--- config.mk ---
export PLATFORM = sky130hd
export DESIGN_NAME = pwm_bank
export DESIGN_NICKNAME = d
export VERILOG_FILES = /design/src/rtl/pwm_pkg.sv /design/src/rtl/pwm_regs.sv /design/src/rtl/pwm_timebase.sv /design/src/rtl/pwm_channel.sv /design/src/rtl/pwm_bank.sv
export SDC_FILE = /design/constraint.sdc
export NUM_CORES = 1
export LEC_CHECK = 0
export ABC_AREA = 1
export BUFFER_PORTS_ARGS = -buffer_cell sky130_fd_sc_hd__buf_2
export CAP_MARGIN = 40
export CORE_MARGIN = 2
export CORE_UTILIZATION = 35
export CTS_BUF_LIST = sky130_fd_sc_hd__clkbuf_4
export DETAILED_ROUTE_END_ITERATION = 8
export SLEW_MARGIN = 20
export SYNTH_ARGS = -nofsm -noshare
export SYNTH_HDL_FRONTEND = slang
export SYNTH_SLANG_ARGS = --single-unit
--- constraint.sdc ---
create_clock -name clk -period 2.5 [get_ports clk]
set_clock_uncertainty 0.2 [all_clocks]
set_input_delay 0.125 -clock clk [delete_from_list [all_inputs] [get_ports clk]]
set_output_delay 0.125 -clock clk [all_outputs]
set_load 0.03 [all_outputs]
--- src/rtl/pwm_pkg.sv ---
package pwm_pkg;
    localparam int DATA_W    = 32;
    localparam int CNT_W     = 8;
    localparam int PS_W      = 8;
    localparam int CTRL_OFF  = 'h50;
    localparam int EN_BIT    = 9;
    localparam int PS_LO_POS = 0;
    localparam int PS_HI_POS = 11;

    typedef struct packed {
        logic            en;
        logic [PS_W-1:0] prescale;
    } ctrl_t;

    function automatic logic [DATA_W-1:0] ctrl_to_word(ctrl_t c);
        logic [DATA_W-1:0] w;
        w = '0;
        w[PS_LO_POS +: 4] = c.prescale[3:0];
        w[PS_HI_POS +: 4] = c.prescale[7:4];
        w[EN_BIT]         = c.en;
        return w;
    endfunction

    function automatic ctrl_t word_to_ctrl(logic [DATA_W-1:0] w);
        ctrl_t c;
        c.prescale = {w[PS_HI_POS +: 4], w[PS_LO_POS +: 4]};
        c.en       = w[EN_BIT];
        return c;
    endfunction
endpackage

--- src/rtl/pwm_regs.sv ---
module pwm_regs
    import pwm_pkg::*;
#(
    parameter int NUM_CH = 4,
    parameter int ADDR_W = 8
) (
    input  logic                         clk,
    input  logic                         rst,
    input  logic                         bus_we,
    input  logic [ADDR_W-1:0]            bus_addr,
    input  logic [DATA_W-1:0]            bus_wdata,
    output logic [DATA_W-1:0]            bus_rdata,
    output logic [NUM_CH-1:0][CNT_W-1:0] duty_o,
    output ctrl_t                        ctrl_o
);
    localparam int IDX_W = ADDR_W - 2;
    localparam logic [IDX_W-1:0] CTRL_IDX = IDX_W'(CTRL_OFF / 4);

    logic [IDX_W-1:0] widx;
    ctrl_t            ctrl_q;

    assign widx = bus_addr[ADDR_W-1:2];

    always_ff @(posedge clk) begin
        if (rst)
            ctrl_q <= '0;
        else if (bus_we && widx == CTRL_IDX)
            ctrl_q <= word_to_ctrl(bus_wdata);
    end

    for (genvar c = 0; c < NUM_CH; c++) begin : g_duty
        always_ff @(posedge clk) begin
            if (rst)
                duty_o[c] <= '0;
            else if (bus_we && widx == IDX_W'(c))
                duty_o[c] <= bus_wdata[CNT_W-1:0];
        end
    end

    always_comb begin
        bus_rdata = '0;
        if (widx == CTRL_IDX)
            bus_rdata = ctrl_to_word(ctrl_q);
        for (int c = 0; c < NUM_CH; c++)
            if (widx == IDX_W'(c))
                bus_rdata = {{(DATA_W-CNT_W){1'b0}}, duty_o[c]};
    end

    assign ctrl_o = ctrl_q;

    // a control write lands the enable bit in the next cycle
    p_ctrl_write_r6: assert property (@(posedge clk) disable iff (rst)
        bus_we && widx == CTRL_IDX |=> ctrl_q.en == $past(bus_wdata[EN_BIT]));
    // any write outside the map leaves the control fields unchanged
    p_unmapped_quiet_r8: assert property (@(posedge clk) disable iff (rst)
        bus_we && widx != CTRL_IDX && widx >= IDX_W'(NUM_CH) |=> $stable(ctrl_q));
endmodule

--- src/rtl/pwm_timebase.sv ---
module pwm_timebase
    import pwm_pkg::*;
(
    input  logic            clk,
    input  logic            rst,
    input  logic            en,
    input  logic [PS_W-1:0] prescale,
    output logic [CNT_W-1:0] pcnt,
    output logic            reload
);
    localparam logic [CNT_W-1:0] LAST = '1;

    logic [PS_W-1:0] div_cnt;
    logic            tick;

    assign tick   = en && (div_cnt >= prescale);
    assign reload = !en || (tick && pcnt == LAST);

    always_ff @(posedge clk) begin
        if (rst || !en) begin
            div_cnt <= '0;
            pcnt    <= '0;
        end else begin
            div_cnt <= tick ? '0 : div_cnt + 1'b1;
            if (tick)
                pcnt <= pcnt + 1'b1;
        end
    end

    // the shared counter wraps to zero after step 255
    p_wrap_r1: assert property (@(posedge clk) disable iff (rst)
        en && tick && pcnt == LAST |=> pcnt == '0);
    // the counter moves only on a local tick
    p_hold_between_ticks_r1: assert property (@(posedge clk) disable iff (rst)
        en && !tick |=> $stable(pcnt) || !$past(en));
    // disabled means the counter sits at zero
    p_idle_zero_r6: assert property (@(posedge clk) disable iff (rst)
        !en |=> pcnt == '0);
endmodule

--- src/rtl/pwm_channel.sv ---
module pwm_channel
    import pwm_pkg::*;
(
    input  logic             clk,
    input  logic             rst,
    input  logic             en,
    input  logic             reload,
    input  logic [CNT_W-1:0] duty,
    input  logic [CNT_W-1:0] pcnt,
    output logic             pwm_o
);
    logic [CNT_W-1:0] shadow;

    always_ff @(posedge clk) begin
        if (rst)
            shadow <= '0;
        else if (reload)
            shadow <= duty;
    end

    assign pwm_o = en && (pcnt <= shadow);

    // no pulse while the bank is disabled
    p_low_when_off_r6: assert property (@(posedge clk) disable iff (rst)
        !en |-> !pwm_o);
    // the first tick of every period is always high
    p_first_tick_high_r3: assert property (@(posedge clk) disable iff (rst)
        en && pcnt == '0 |-> pwm_o);
    // the active duty value stays put inside a period
    p_duty_held_r7: assert property (@(posedge clk) disable iff (rst)
        en && !reload |=> $stable(shadow));
endmodule

--- src/rtl/pwm_bank.sv ---
module pwm_bank
    import pwm_pkg::*;
#(
    parameter int NUM_CH = 4,
    parameter int ADDR_W = 8
) (
    input  logic              clk,
    input  logic              rst,
    input  logic              bus_we,
    input  logic [ADDR_W-1:0] bus_addr,
    input  logic [31:0]       bus_wdata,
    output logic [31:0]       bus_rdata,
    output logic [NUM_CH-1:0] pwm_out
);
    logic [NUM_CH-1:0][CNT_W-1:0] duty;
    ctrl_t                        ctrl;
    logic [CNT_W-1:0]             pcnt;
    logic                         reload;

    pwm_regs #(.NUM_CH(NUM_CH), .ADDR_W(ADDR_W)) u_regs (
        .clk       (clk),
        .rst       (rst),
        .bus_we    (bus_we),
        .bus_addr  (bus_addr),
        .bus_wdata (bus_wdata),
        .bus_rdata (bus_rdata),
        .duty_o    (duty),
        .ctrl_o    (ctrl)
    );

    pwm_timebase u_tb (
        .clk      (clk),
        .rst      (rst),
        .en       (ctrl.en),
        .prescale (ctrl.prescale),
        .pcnt     (pcnt),
        .reload   (reload)
    );

    for (genvar c = 0; c < NUM_CH; c++) begin : g_ch
        pwm_channel u_ch (
            .clk    (clk),
            .rst    (rst),
            .en     (ctrl.en),
            .reload (reload),
            .duty   (duty[c]),
            .pcnt   (pcnt),
            .pwm_o  (pwm_out[c])
        );
    end

    // every output is high on the first tick of a shared period
    p_aligned_start_r9: assert property (@(posedge clk) disable iff (rst)
        ctrl.en && pcnt == '0 |-> pwm_out == '1);
endmodule

# Yosys cells after proc, flatten, opt, wreduce, memory -nomap -nowiden
# Cells that the tools add are included.
[totals]
regBits = 89
inputBits = 43
wordCells = 45
[classes]
add_sub_neg = 2
magnitude_cmp = 5
eq_ne = 5
n_mux = 5
reduce_logical = 16
[ops]
columns = ["op", "n"]
rows = [
  ["15-bit two-way mux", 5],
  ["8-bit less-or-equal comparator", 4],
  ["8-bit by 1-bit adder with 8-bit output (second input constant)", 2],
  ["6-bit by 2-bit == test with 1-bit output (second input constant)", 2],
  ["1-bit logical AND", 11],
  ["8-bit == test (second input constant)", 1],
  ["8-bit >= comparator", 1],
  ["6-bit by 1-bit == test with 1-bit output (second input constant)", 1],
  ["6-bit by 5-bit == test with 1-bit output (second input constant)", 1],
  ["6-bit logical NOT", 1],
  ["1-bit logical OR", 2],
  ["2-bit OR reduction", 1],
  ["1-bit logical NOT", 1],
]

# Depth between registers and ports, before layout
# Gate-level depths: netlist of the first run.
[logic_depth]
ltp_word = 6
depth_mapped = 14
mapped_depth_nobuf = 13

# Modules after synthesis
# A second synthesis of the first run with hierarchy kept.
[unflattened]
hier_cells = 713
hier_area_um2 = 5178.7
[by_module_without_submodules]
columns = ["mod", "instances", "cells_per_inst", "area_each_um2", "seq_area_each_um2"]
rows = [
  ["pwm_regs", 1, 318, 2129.5, 820.8],
  ["pwm_channel", 4, 65, 525.5, 160.2],
  ["pwm_timebase", 1, 135, 947.2, 320.3],
]

# Least setup slack after synthesis of the first run
# No wires, ideal clock.
[synth_timing]
kind = "register to register"
startpoint = "register u_regs.ctrl_q (netlist bit u_regs.ctrl_o[3])"
endpoint = "register g_ch[0].u_ch.shadow[0]"
t_arrival_ns = 1.431
t_required_ns = 2.185
path_slack_ns = 0.754
stages_incl_launch_ff = 14
path_cell_list = "dfxtp_1 inv_1 ha_1 nand2_1 nor2_1 nor2_1 nand2_1 nand2_1 nand2_1 nand2_4 buf_6 nand3_1 nand2_1 nor2_1"
[synth_between]
elab_chain_cells = 4
[synth_lines]
columns = ["element", "line_no", "text"]
rows = [
  ["from (decl)", "pwm_regs.sv:20", "ctrl_t ctrl_q;"],
  ["from (signal assigned)", "pwm_regs.sv:28", "ctrl_q <= word_to_ctrl(bus_wdata);"],
  ["8-bit >= comparator", "pwm_timebase.sv:16", "assign tick = en && (div_cnt >= prescale);"],
  ["1-bit logical AND", "pwm_timebase.sv:16", ""],
  ["1-bit logical AND", "pwm_timebase.sv:17", "assign reload = !en || (tick && pcnt == LAST);"],
  ["1-bit logical OR", "pwm_timebase.sv:17", ""],
  ["to (signal assigned)", "pwm_channel.sv:18", "shadow <= duty;"],
  ["to (decl)", "pwm_channel.sv:12", "logic [CNT_W-1:0] shadow;"],
]
# No other way between the ends.
# A chain may end at the register's enable or synchronous reset.

# Worst setup path after layout of the first run
[layout_timing]
startpoint = "register u_tb.pcnt[1]"
endpoint = "output port pwm_out[2]"
[layout_between]
elab_chain_cells = 2
[layout_lines]
columns = ["element", "line_no", "text"]
rows = [
  ["from (decl)", "pwm_timebase.sv:8", "output logic [CNT_W-1:0] pcnt,"],
  ["from (signal assigned)", "pwm_timebase.sv:26", "pcnt <= pcnt + 1'b1;"],
  ["8-bit less-or-equal comparator", "pwm_channel.sv:21", "assign pwm_o = en && (pcnt <= shadow);"],
  ["1-bit logical AND", "pwm_channel.sv:21", ""],
  ["to (decl)", "pwm_bank.sv:13", "output logic [NUM_CH-1:0] pwm_out"],
]
# No other way between the ends.

==> run summary, run 1 <==
FILL cells = 1,471
Initial antenna violation count = 0
Worst hold path class = in -> reg
Global placement routability congestion = 0.825
Die height = 124 um
Max FO, Critical Path = 7
Critical Path Sink Type = primary output
Mapped Avg Cell Area = 7.18 sq um
Drt wl/cell = 13.1 um
DR iter-0 viols = 265
Diodes inserted = 0
HPWL Detailed = 8840 um
Synth Register Bits = 89
Worst Path Required = 2.17 ns
Critical R2R Capture = g_ch[1].u_ch.shadow[0]$_SDFFE_PP0P_
Die area = 0.0153 sq mm
Die width = 124 um
Largest net degree at the start of global routing = 49
Synth Instances = 700
Grt total ovfl = 0
Detailed Routing Iterations Pass 1 = 6
Crit-path slowest cell = dfxtp_4
Fin Hold WS = 0.0822 ns
Total GRT Usage = 0.168
DRC = 0
CP peak stage delay = 0.41 ns
Clk slew on worst S/H paths = 0.14 ns
CP arrival = 2.04 ns
Top FF cell, synth = dfxtp_1
Placed insts = 901
Slew Viols, Final = 0
Final Hold Violating Endpoints = 0
Synth warn = 0
Htree depth = 3
Via Count = 4,342
CP Cell Sequence = ha_1, inv_1, nor2_1, o21ai_0, nand2_1, nand2_1, o211ai_1, a21oi_1, buf_2
Asr flop ratio synth = 0
Distinct cells, synth = 35
Period utilization = 0.945
Antenna Violating Nets Remaining = 0
Pwr dens = 417 mW/mm^2
Max Root-Sink Buffers = 2
CTS Buf Count = 9
Status = completed
EDFF count, synth = 0
Worst skew pair latency = 0.44 ns
Worst reg-to-reg path cell count = 12
CP Launch Type = register
Relative slew slack = 0.455
I/O pins = 79
Buffers on Ports = 38
Least-Margin Pin Slew = 0.813 ns
Sequential fraction of the synthesis area = 0.354
Post-Route WL = 12,200 um
Clock sink total = 89
First-pass GRT wire length = 20,000 um
Core area = 0.0139 sq mm
Sequential Area = 0.00179 sq mm
Number of global-route vias before repair = 3,883
Layout cells sized above 1 = 0.124
Area of the multi-input gates = 0.00271 sq mm
Root buf cell = clkbuf_4
Mapped cell area = 0.00503 sq mm
Peak VDD IR = 0.223 mV
Maxcap violations = 0
R2R Path Start = u_regs.ctrl_o[3]$_SDFFE_PP0P_
Setup bufs post-CTS = 0
Final Non-Filler Cells = 933
Final worst setup slack = 0.138 ns
RSZ-0062 raised after global routing = yes
Post-layout net count = 833
Cell repeated most along the worst path = nand2_1
Area Overhead vs Synth = 11.4%
Row count = 43
Critical path class = reg -> out
Minimum clock period = 2.36 ns
Final setup violation count = 0
CTS tree = yes
Starting density of the core = 0.361
Static leakage = 2.49 nW
CP Launch Point = u_tb.pcnt[1]$_SDFFE_PP0P_
Worst setup path end = pwm_out[2]
Via density = 4.65
Fmax = 423 MHz
Pre-CTS WS = 0.348 ns
Post-layout util = 0.402
Flop2flop setup slack = 0.34 ns
## stage by stage
stage                     TNS [ns]  instance area, sq um  power (W)
after detailed placement         0                  5310    0.00164
after floorplan                  0                  5090    0.00161
after global routing       -0.0189                  5600    0.00244
after global placement           0                  5310    0.00164
final                            0                  5600    0.00234
after CTS                        0                  5590    0.00236
## timing repair
| item | in CTS | in global routing |
|---|---|---|
| setup endpoints to repair | 3 | 4 |
| hold buffers | 16 | 0 |
| resized for setup | 4 | 4 |
| endpoints found under the hold margin | 56 | 0 |
## worst min path at each step
stage	start	end	slack (ns)	cells after the start
after floorplan	bus_wdata[2]	u_regs.duty_o[10]$_SDFFE_PP0P_	0.06	2
after global placement	bus_wdata[13]	u_regs.ctrl_o[6]$_SDFFE_PP0P_	0.19	3
after detailed placement	bus_wdata[13]	u_regs.ctrl_o[6]$_SDFFE_PP0P_	0.19	3
after CTS	bus_addr[2]	u_regs.duty_o[19]$_SDFFE_PP0P_	0.05	5
after global routing	bus_addr[2]	u_regs.duty_o[18]$_SDFFE_PP0P_	0.09	5
final	bus_addr[2]	u_regs.duty_o[19]$_SDFFE_PP0P_	0.08	5
## critical path: cells and delay by family, from the launching register on
kind | cells | cell delay (ns)
adder cells (fa/ha/maj) | 1 | 0.32
AND/OR/NAND/NOR | 3 | 0.16
flip-flops | 1 | 0.41
AO/OA/AOI/OAI | 3 | 0.41
buffers and inverters | 2 | 0.30
## layout by cell type, fill, tap and decap left out, drive strengths merged
cell	netlist	routed
a21oi	68	68
a22oi	5	5
buf	42	49
clkbuf	4	12
clkinv	2	5
clkinvlp	0	1
conb	1	19
dfxtp	89	89
dlygate4sd3	0	16
ha	42	42
inv	75	75
nand2	108	108
nand3	49	49
nand3b	1	1
nand4	8	8
nor2	138	138
nor3	3	3
o211ai	4	4
o21a	3	3
o21ai	48	48
or2	2	2
xnor2	1	1
xor2	7	7
## cells by family (layout without fill, tap and decap cells)
family                   Yosys count  count (layout)  share of synthesized area
AND/OR/NAND/NOR                  309             309                      0.270
adder cells (fa/ha/maj)           42              42                      0.105
AO/OA/AOI/OAI                    128             128                      0.135
other                              1              19                   0.000746
buffers and inverters            123             158                      0.122
XOR/XNOR                           8               8                     0.0139
flip-flops                        89              89                      0.354
## per-layer routing
metal,part of all wire,GRT usage,wire (um),vias to the layer above
met2,0.43,0.258,5310,77
met5,0,0,0,-
met4,0.0097,0.0447,119,0
li1,-,-,-,2331
met3,0.036,0.0256,443,11
met1,0.52,0.246,6360,1923
## cell type report
class,instances,area share
clock inverters,4,0.00358
multi-input cells,506,0.483
clock buffers,12,0.0161
well taps,180,0.0402
flip-flops and latches,89,0.320
inverters,77,0.0525
repair buffers,65,0.0849
## registers in the layout (all words and copies together), names as in the netlist
register / count
g_ch.u_ch.shadow: 32
u_regs.duty_o: 32
u_regs.ctrl_o: 9
u_tb.div_cnt: 8
u_tb.pcnt: 8
## synthesized netlist by cell type, types with 2 or more instances
master	number	area share
nand4_1	8	0.010
nor2_1	131	0.098
ha_1	42	0.10
buf_6	7	0.016
o21ai_0	47	0.047
a22oi_1	5	0.0075
o211ai_1	4	0.0060
nand3_1	48	0.048
buf_1	7	0.0052
inv_1	71	0.053
nor3_4	2	0.0065
a21oi_1	67	0.067
nand2_1	103	0.077
buf_4	23	0.034
nor2_2	4	0.0050
xor2_1	7	0.012
nand2_2	2	0.0025
dfxtp_1	89	0.35
nor2_4	3	0.0067
o21a_1	3	0.0045
inv_2	4	0.0030
clkbuf_1	4	0.0030
buf_2	5	0.0050
nand2_4	3	0.0067
## report_power, final
group | internal (W) | switching [W]
sequential | 0.00143 | 0.00000533
combinational | 0.0000659 | 0.000130
clock | 0.000231 | 0.000477
Power figures use the tool's default switching activity.
==> inputs of run 2 (changes only) <==
--- a/config.mk
+++ b/config.mk
@@ -12,6 +12,7 @@
 export CORE_UTILIZATION = 35
 export CTS_BUF_LIST = sky130_fd_sc_hd__clkbuf_4
 export DETAILED_ROUTE_END_ITERATION = 8
+export REMOVE_ABC_BUFFERS = 1
 export SLEW_MARGIN = 20
 export SYNTH_ARGS = -nofsm -noshare
 export SYNTH_HDL_FRONTEND = slang
==> run summary, run 2 (synthesis results as in run 1) <==
Crit-path slowest cell = dfxtp_4
CP Launch Type = register
Via Count = 4,366 (+0.55%)
Period utilization = 0.935 (-0.00964)
DRC = 0 (unchanged)
Via density = 4.69 (+0.88%)
Most frequent cells in the layout = 131 x nor2_1, 103 x nand2_1, 85 x dfxtp_1
Least-Margin Pin Slew = 0.527 ns (-0.286 ns)
Largest net degree at the start of global routing = 74 (+51%)
Status = completed
WP depth = 9 (unchanged)
Pre-CTS WS = 0.444 ns (+0.0957 ns)
Die area = 0.0153 sq mm (unchanged)
Area of the multi-input gates = 0.00271 sq mm (unchanged)
Static leakage = 2.49 nW (about the same)
Minimum clock period = 2.34 ns (-0.0241 ns)
Top delay family on crit path = flip-flops
Pwr dens = 455 mW/mm^2 (+9.1%)
HPWL Detailed = 8400 um (-4.9%)
Area Overhead vs Synth = 11.8%
Htree depth = 3 (unchanged)
CTS tree = yes
Antenna Violating Nets Remaining = 0 (unchanged)
Worst Path Required = 2.17 ns (about the same)
Post-place instance area = 0.00529 sq mm (-0.42%)
Total GRT Usage = 0.165 (-0.00373)
Total Power = 0.00256 W (+9.6%)
Setup bufs post-CTS = 0 (unchanged)
Clock sink total = 89 (unchanged)
Detailed Routing Iterations Pass 1 = 4 (-2)
Worst reg-to-reg path cell count = 12 (unchanged)
Core area = 0.0139 sq mm (unchanged)
Worst hold path class = in -> reg
Post-layout util = 0.403 (+0.00162)
Starting density of the core = 0.361 (unchanged)
Fmax = 428 MHz (+1.0%)
Root buf cell = clkbuf_4
Worst hold stages = 6 (+1)
RSZ-0062 raised after global routing = no
CP arrival = 2.01 ns (-0.03 ns)
Number of global-route vias before repair = 3,931 (+1.2%)
I/O pins = 79 (unchanged)
Final Hold Violating Endpoints = 0 (unchanged)
Grt total ovfl = 0 (unchanged)
Die width = 124 um (unchanged)
Clk slew on worst S/H paths = 0.13 ns (about the same)
Final setup violation count = 0 (unchanged)
Worst skew pair latency = 0.45 ns (about the same)
Max Root-Sink Buffers = 2 (unchanged)
Peak VDD IR = 0.273 mV (+23%)
CTS Buf Count = 9 (unchanged)
Slew Viols, Final = 0 (unchanged)
CP peak stage delay = 0.40 ns (about the same)
Cell repeated most along the worst path = nand2_1
Final worst setup slack = 0.162 ns (+0.0241 ns)
Sequential Area = 0.00179 sq mm (unchanged)
Relative slew slack = 0.647 (+0.193)
Post-Route WL = 12,100 um (-1.3%)
Drt wl/cell = 13.0 um (-1.0%)
WP buf/inv = 2 (unchanged)
Fin area = 0.00562 sq mm (+0.40%)
Commonest non-fill, non-tap cell in the layout = nor2_1
Max FO, Critical Path = 7 (unchanged)
DR iter-0 viols = 177 (-33%)
Critical path class = reg -> out
FILL cells = 1,477 (+0.41%)
Buffers on Ports = 38 (unchanged)
CP Cell Sequence = ha_1, inv_1, nor2_1, o21ai_0, nand2_1, nand2_1, o211ai_1, a21oi_1, buf_2
Maxcap violations = 0 (unchanged)
Critical Path Sink Type = primary output
Global placement routability congestion = 0.805 (-2.4%)
Layout cells sized above 1 = 0.124 (+0.000660)
First-pass GRT wire length = 19,800 um (-1.1%)
Row count = 43 (unchanged)
Die height = 124 um (unchanged)
Initial antenna violation count = 1 (+1)
Post-layout net count = 829 (-0.48%)
[run 2: cell types whose count changed in the layout (fill, tap and decap cells not counted), sizes merged]
| cell | delta |
|---|---|
| buf | -3 |
| clkinvlp | +1 |
| clkbuf | -1 |
| clkinv | -2 |
| bufinv | +2 |
| diode | +1 |
| dlygate4sd3 | -1 |
[run 2: worst min-delay path, delay by kind of cell]
family	cells	cell delay, ns
AO/OA/AOI/OAI	1	0.14
AND/OR/NAND/NOR	4	0.28
buffers and inverters	1	0.09
[run 2: stage by stage]
step                      TNS [ns]  cells  hold WS [ns]
final                            0    930        0.0467
after global routing             0    930        0.0828
after CTS                        0    929        0.0226
after detailed placement         0    898         0.186
after global placement           0    898         0.186
after floorplan             -0.924    672        0.0599
[run 2: power by group]
group | switching, W | leakage (nW) | internal [W] | total [W]
Sequential | 0.00000606 | 0.720 | 0.00143 | 0.00143
Combinational | 0.000129 | 1.69 | 0.0000654 | 0.000194
Clock | 0.000506 | 0.0831 | 0.000427 | 0.000932
[run 2: metal layers]
metal,global-route usage,up-vias,routed length (um)
met5,0,-,0
met4,0.0554,0,144
met3,0.0215,15,408
met2,0.257,80,5340
met1,0.234,1955,6170
li1,-,2316,-
[run 2: path summary, 6_finish.rpt]
path / startpoint / endpoint / slack, ns
worst max register to register: u_regs.ctrl_o[3]$_SDFFE_PP0P_ / g_ch[3].u_ch.shadow[3]$_SDFFE_PP0P_ / 0.42
worst min register to register: u_tb.div_cnt[0]$_SDFF_PP0_ / u_tb.div_cnt[0]$_SDFF_PP0_ / 0.28
worst min-delay path: bus_addr[7] / u_regs.ctrl_o[0]$_SDFFE_PP0P_ / 0.05
worst max-delay path: u_tb.pcnt[1]$_SDFFE_PP0P_ / pwm_out[2] / 0.16
[run 2: cell type report]
cell class	count	share of cell area
flip-flops and latches	89	0.318
inverters	77	0.0523
clock buffers	11	0.0147
diodes	1	0.000445
multi-input cells	506	0.481
repair buffers	61	0.0788
well taps	180	0.0401
clock inverters	5	0.0142
[run 2: repair_timing]
| item | in CTS | in global routing |
|---|---|---|
| endpoints found under the hold margin | 55 | 0 |
| pin swaps | 0 | 1 |
| resized for setup | 1 | 11 |
| hold buffers | 15 | 0 |
| setup endpoints to repair | 2 | 3 |
==> inputs of run 3 (changes only) <==
--- a/config.mk
+++ b/config.mk
@@ -5,13 +5,12 @@
 export SDC_FILE = /design/constraint.sdc
 export NUM_CORES = 1
 export LEC_CHECK = 0
-export ABC_AREA = 1
-export BUFFER_PORTS_ARGS = -buffer_cell sky130_fd_sc_hd__buf_2
 export CAP_MARGIN = 40
 export CORE_MARGIN = 2
 export CORE_UTILIZATION = 35
 export CTS_BUF_LIST = sky130_fd_sc_hd__clkbuf_4
 export DETAILED_ROUTE_END_ITERATION = 8
+export DONT_BUFFER_PORTS = 1
 export REMOVE_ABC_BUFFERS = 1
 export SLEW_MARGIN = 20
 export SYNTH_ARGS = -nofsm -noshare
==> run summary, run 3 <==
Status = completed
Asr flop ratio synth = 0 (unchanged)
Detail Route met3 WL = 336 um (-18%)
Worst hold stages = 3 (-3)
Relative slew slack = 0.663 (+0.0155)
Crit-path slowest cell = dlygate4sd3_1
Fmax = 422 MHz (-1.4%)
Max FO, Critical Path = 17 (+10)
Placed insts = 729 (-19%)
Sw Share = 0.260 (+0.00991)
Grt total ovfl = 0 (unchanged)
Minimum clock period = 2.37 ns (+0.0328 ns)
WP depth = 7 (-2)
Htree depth = 3 (unchanged)
Via Count = 3,830 (-12%)
Total GRT Usage = 0.149 (-0.0153)
First-pass GRT wire length = 19,000 um (-4.0%)
CP Cell Sequence = dlygate4sd3_1, nand3b_1, buf_4, mux2i_1, dlygate4sd3_1, nor2_1, dlygate4sd3_1
Core area = 0.0144 sq mm (+3.5%)
Area share of the largest cell type after synthesis = 0.346 (-0.00827)
Final Hold Violating Endpoints = 0 (unchanged)
Root buf cell = clkbuf_4
DRC = 0 (unchanged)
Via density = 4.97 (+6.0%)
Die width = 125 um (+1.1%)
Detailed Routing Iterations Pass 1 = 4 (unchanged)
Synth warn = 0 (unchanged)
Clock share of power = 0.346 (-0.018)
Static leakage = 2.16 nW (-13%)
Final setup violation count = 0 (unchanged)
Final Non-Filler Cells = 770 (-17%)
Die area = 0.0157 sq mm (+2.3%)
Cell repeated most along the worst path = dlygate4sd3_1
Pint = 0.00178 W (-7.0%)
Mapped Avg Cell Area = 9.14 sq um (+27%)
Layout cells sized above 1 = 0.0872 (-0.0370)
NetSw = 0.000627 W (-2.1%)
Sequential fraction of the synthesis area = 0.346 (-0.00827)
Number of global-route vias before repair = 3,779 (-3.9%)
Row count = 44 (+2.3%)
Top FF cell, synth = dfxtp_1
Period utilization = 0.948 (+0.0131)
Wire length on met2 = 5520 um (+3.3%)
Peak VDD IR = 0.188 mV (-31%)
Highest Signal Layer = met4
Most frequent cells in the layout = 87 x dfxtp_1, 68 x nand2b_1, 67 x mux2i_1
Count leader, synth = dfxtp_1
Synth Instances = 563 (-20%)
Setup_tns = 0 ns (unchanged)
FILL cells = 1,463 (-0.95%)
CTS tree = yes
Worst reg-to-reg path cell count = 8 (-4)
Top delay family on crit path = buffers and inverters
I/O pins = 79 (unchanged)
EDFF count, synth = 0 (unchanged)
HPWL Detailed = 8040 um (-4.3%)
Pwr dens = 427 mW/mm^2 (-6.1%)
Post-layout net count = 665 (-20%)
Clock sink total = 89 (unchanged)
Starting density of the core = 0.357 (-0.00391)
Maxcap violations = 0 (unchanged)
Drt wl/cell = 14.9 um (+15%)
Synth Register Bits = 89 (unchanged)
CP arrival = 2.54 ns (+0.53 ns)
Critical Path Sink Type = register
Combinational fraction of design power = 0.063 (-0.013)
CP peak stage delay = 0.66 ns (+0.26 ns)
Commonest non-fill, non-tap cell in the layout = dfxtp_1
CP Launch Type = input pin
WP buf/inv = 4 (+2)
Worst hold path class = in -> reg
Critical path class = in -> reg
Slew Viols, Final = 0 (unchanged)
Antenna Violating Nets Remaining = 0 (unchanged)
DR iter-0 viols = 178 (+0.56%)
Die height = 125 um (+1.1%)
Worst skew pair latency = 0.46 ns (about the same)
Mapped cell area = 0.00515 sq mm (+2.4%)
Synth area leader = dfxtp_1
Initial antenna violation count = 1 (unchanged)
Post-Route M1 WL = 5410 um (-12%)
Global placement routability congestion = 0.838 (+4.2%)
Seq pwr share = 0.591 (+0.031)
Least-Margin Pin Slew = 0.506 ns (-0.0215 ns)
Buffers on Ports = 0 (-100%)
Largest net degree at the start of global routing = 108 (+46%)
Post-Route WL = 11,500 um (-4.8%)
Distinct cells, synth = 46 (+31%)
Clk slew on worst S/H paths = 0.15 ns (+0.02 ns)
Area Overhead vs Synth = 9.58%
Total Power = 0.00241 W (-5.8%)
Synth area leaders = dfxtp_1 35%, mux2i_1 13%, ha_1 10%, nand2b_1 8.3%, buf_4 3.4%
Post-synth top cells = 89 x dfxtp_1, 68 x nand2b_1, 67 x mux2i_1
Max Root-Sink Buffers = 2 (unchanged)
CTS Buf Count = 9 (unchanged)
Worst Path Required = 2.67 ns (+0.50 ns)
run 3: cell count changes after synthesis, moves of 33 or more:
cell,change
a21oi_1,-37
inv_1,-33
mux2i_1,+67
nand2_1,-82
nand2b_1,+68
nor2_1,-90
o21ai_0,-37
run 3: path summary, 6_finish.rpt:
path | startpoint | endpoint | slack (ns)
max | bus_addr[2] | u_regs.duty_o[22]$_SDFFE_PP0P_ | 0.13
min | bus_we | u_regs.duty_o[4]$_SDFFE_PP0P_ | 0.06
max reg2reg | u_tb.div_cnt[0]$_SDFF_PP0_ | g_ch[0].u_ch.shadow[6]$_SDFFE_PP0P_ | 0.19
min reg2reg | u_regs.ctrl_o[4]$_SDFFE_PP0P_ | u_regs.ctrl_o[4]$_SDFFE_PP0P_ | 0.27
run 3: power groups by stage:
stage / registers (W) / clock network, W / logic (W)
after detailed placement: 0.00146 / 0 / 0.0000921
final: 0.00142 / 0.000834 / 0.000152
after CTS: 0.00143 / 0.000857 / 0.000151
after global placement: 0.00146 / 0 / 0.0000915
after floorplan: 0.00146 / 0 / 0.0000830
after global routing: 0.00143 / 0.000928 / 0.000161
run 3: timing repair:
item                                    in CTS  in global routing
setup buffers                                0                  0
hold buffers                                24                  0
gates resized for setup                      4                  6
endpoints found under the setup margin       4                 24
hold endpoints to repair                    89                  0
pin swaps                                    0                  1
run 3: cell families (layout without fill, tap and decap cells):
family | count (synthesis) | count (layout) | synth area share
other cells | 1 | 20 | 0.000729
fa+ha+maj | 42 | 42 | 0.102
simple gates | 198 | 198 | 0.211
buf+inv | 89 | 93 | 0.0967
compound gates | 62 | 62 | 0.0732
xor+xnor | 7 | 7 | 0.0119
mux | 75 | 75 | 0.159
flops | 89 | 89 | 0.346
run 3: worst reg2reg max path: cells and delay by family, from the launching register on:
kind	cells	cell delay, ns
AOI/OAI and AO/OA	2	0.67
adders and majority gates	1	0.26
buffers and inverters	2	0.26
DFF	1	0.37
muxes	1	0.22
and+or+nand+nor	2	0.27
run 3: area by class of cell:
cell class | instances | area [sq um] | area share
Inverter | 38 | 143 | 0.0253
Multi-Input combinational cell | 403 | 2960 | 0.524
Clock buffer | 9 | 67.6 | 0.0120
Antenna cell | 1 | 2.50 | 0.000444
Timing Repair Buffer | 39 | 385 | 0.0683
Tap cell | 184 | 230 | 0.0408
Clock inverter | 7 | 70.1 | 0.0124
Sequential cell | 89 | 1790 | 0.317
run 3: layer usage:
layer / track usage / up-vias
met3: 0.0295 / 16
met4: 0.0542 / 0
li1: - / 1921
met2: 0.245 / 57
met5: 0 / -
met1: 0.196 / 1836
run 3: per-stage QoR:
step | setup slack, ns | area, sq um | hold WS (ns) | util
2_1_floorplan | -0.396 | 4860 | -0.00593 | -
3_3_place_gp | 0.195 | 5220 | 0.00374 | 0.362
3_5_place_dp | 0.123 | 5220 | 0.00585 | 0.362
4_1_cts | 0.0192 | 5620 | 0.0355 | 0.390
5_1_grt | -0.00181 | 5640 | 0.0208 | 0.391
6_report | 0.129 | 5640 | 0.0629 | 0.391
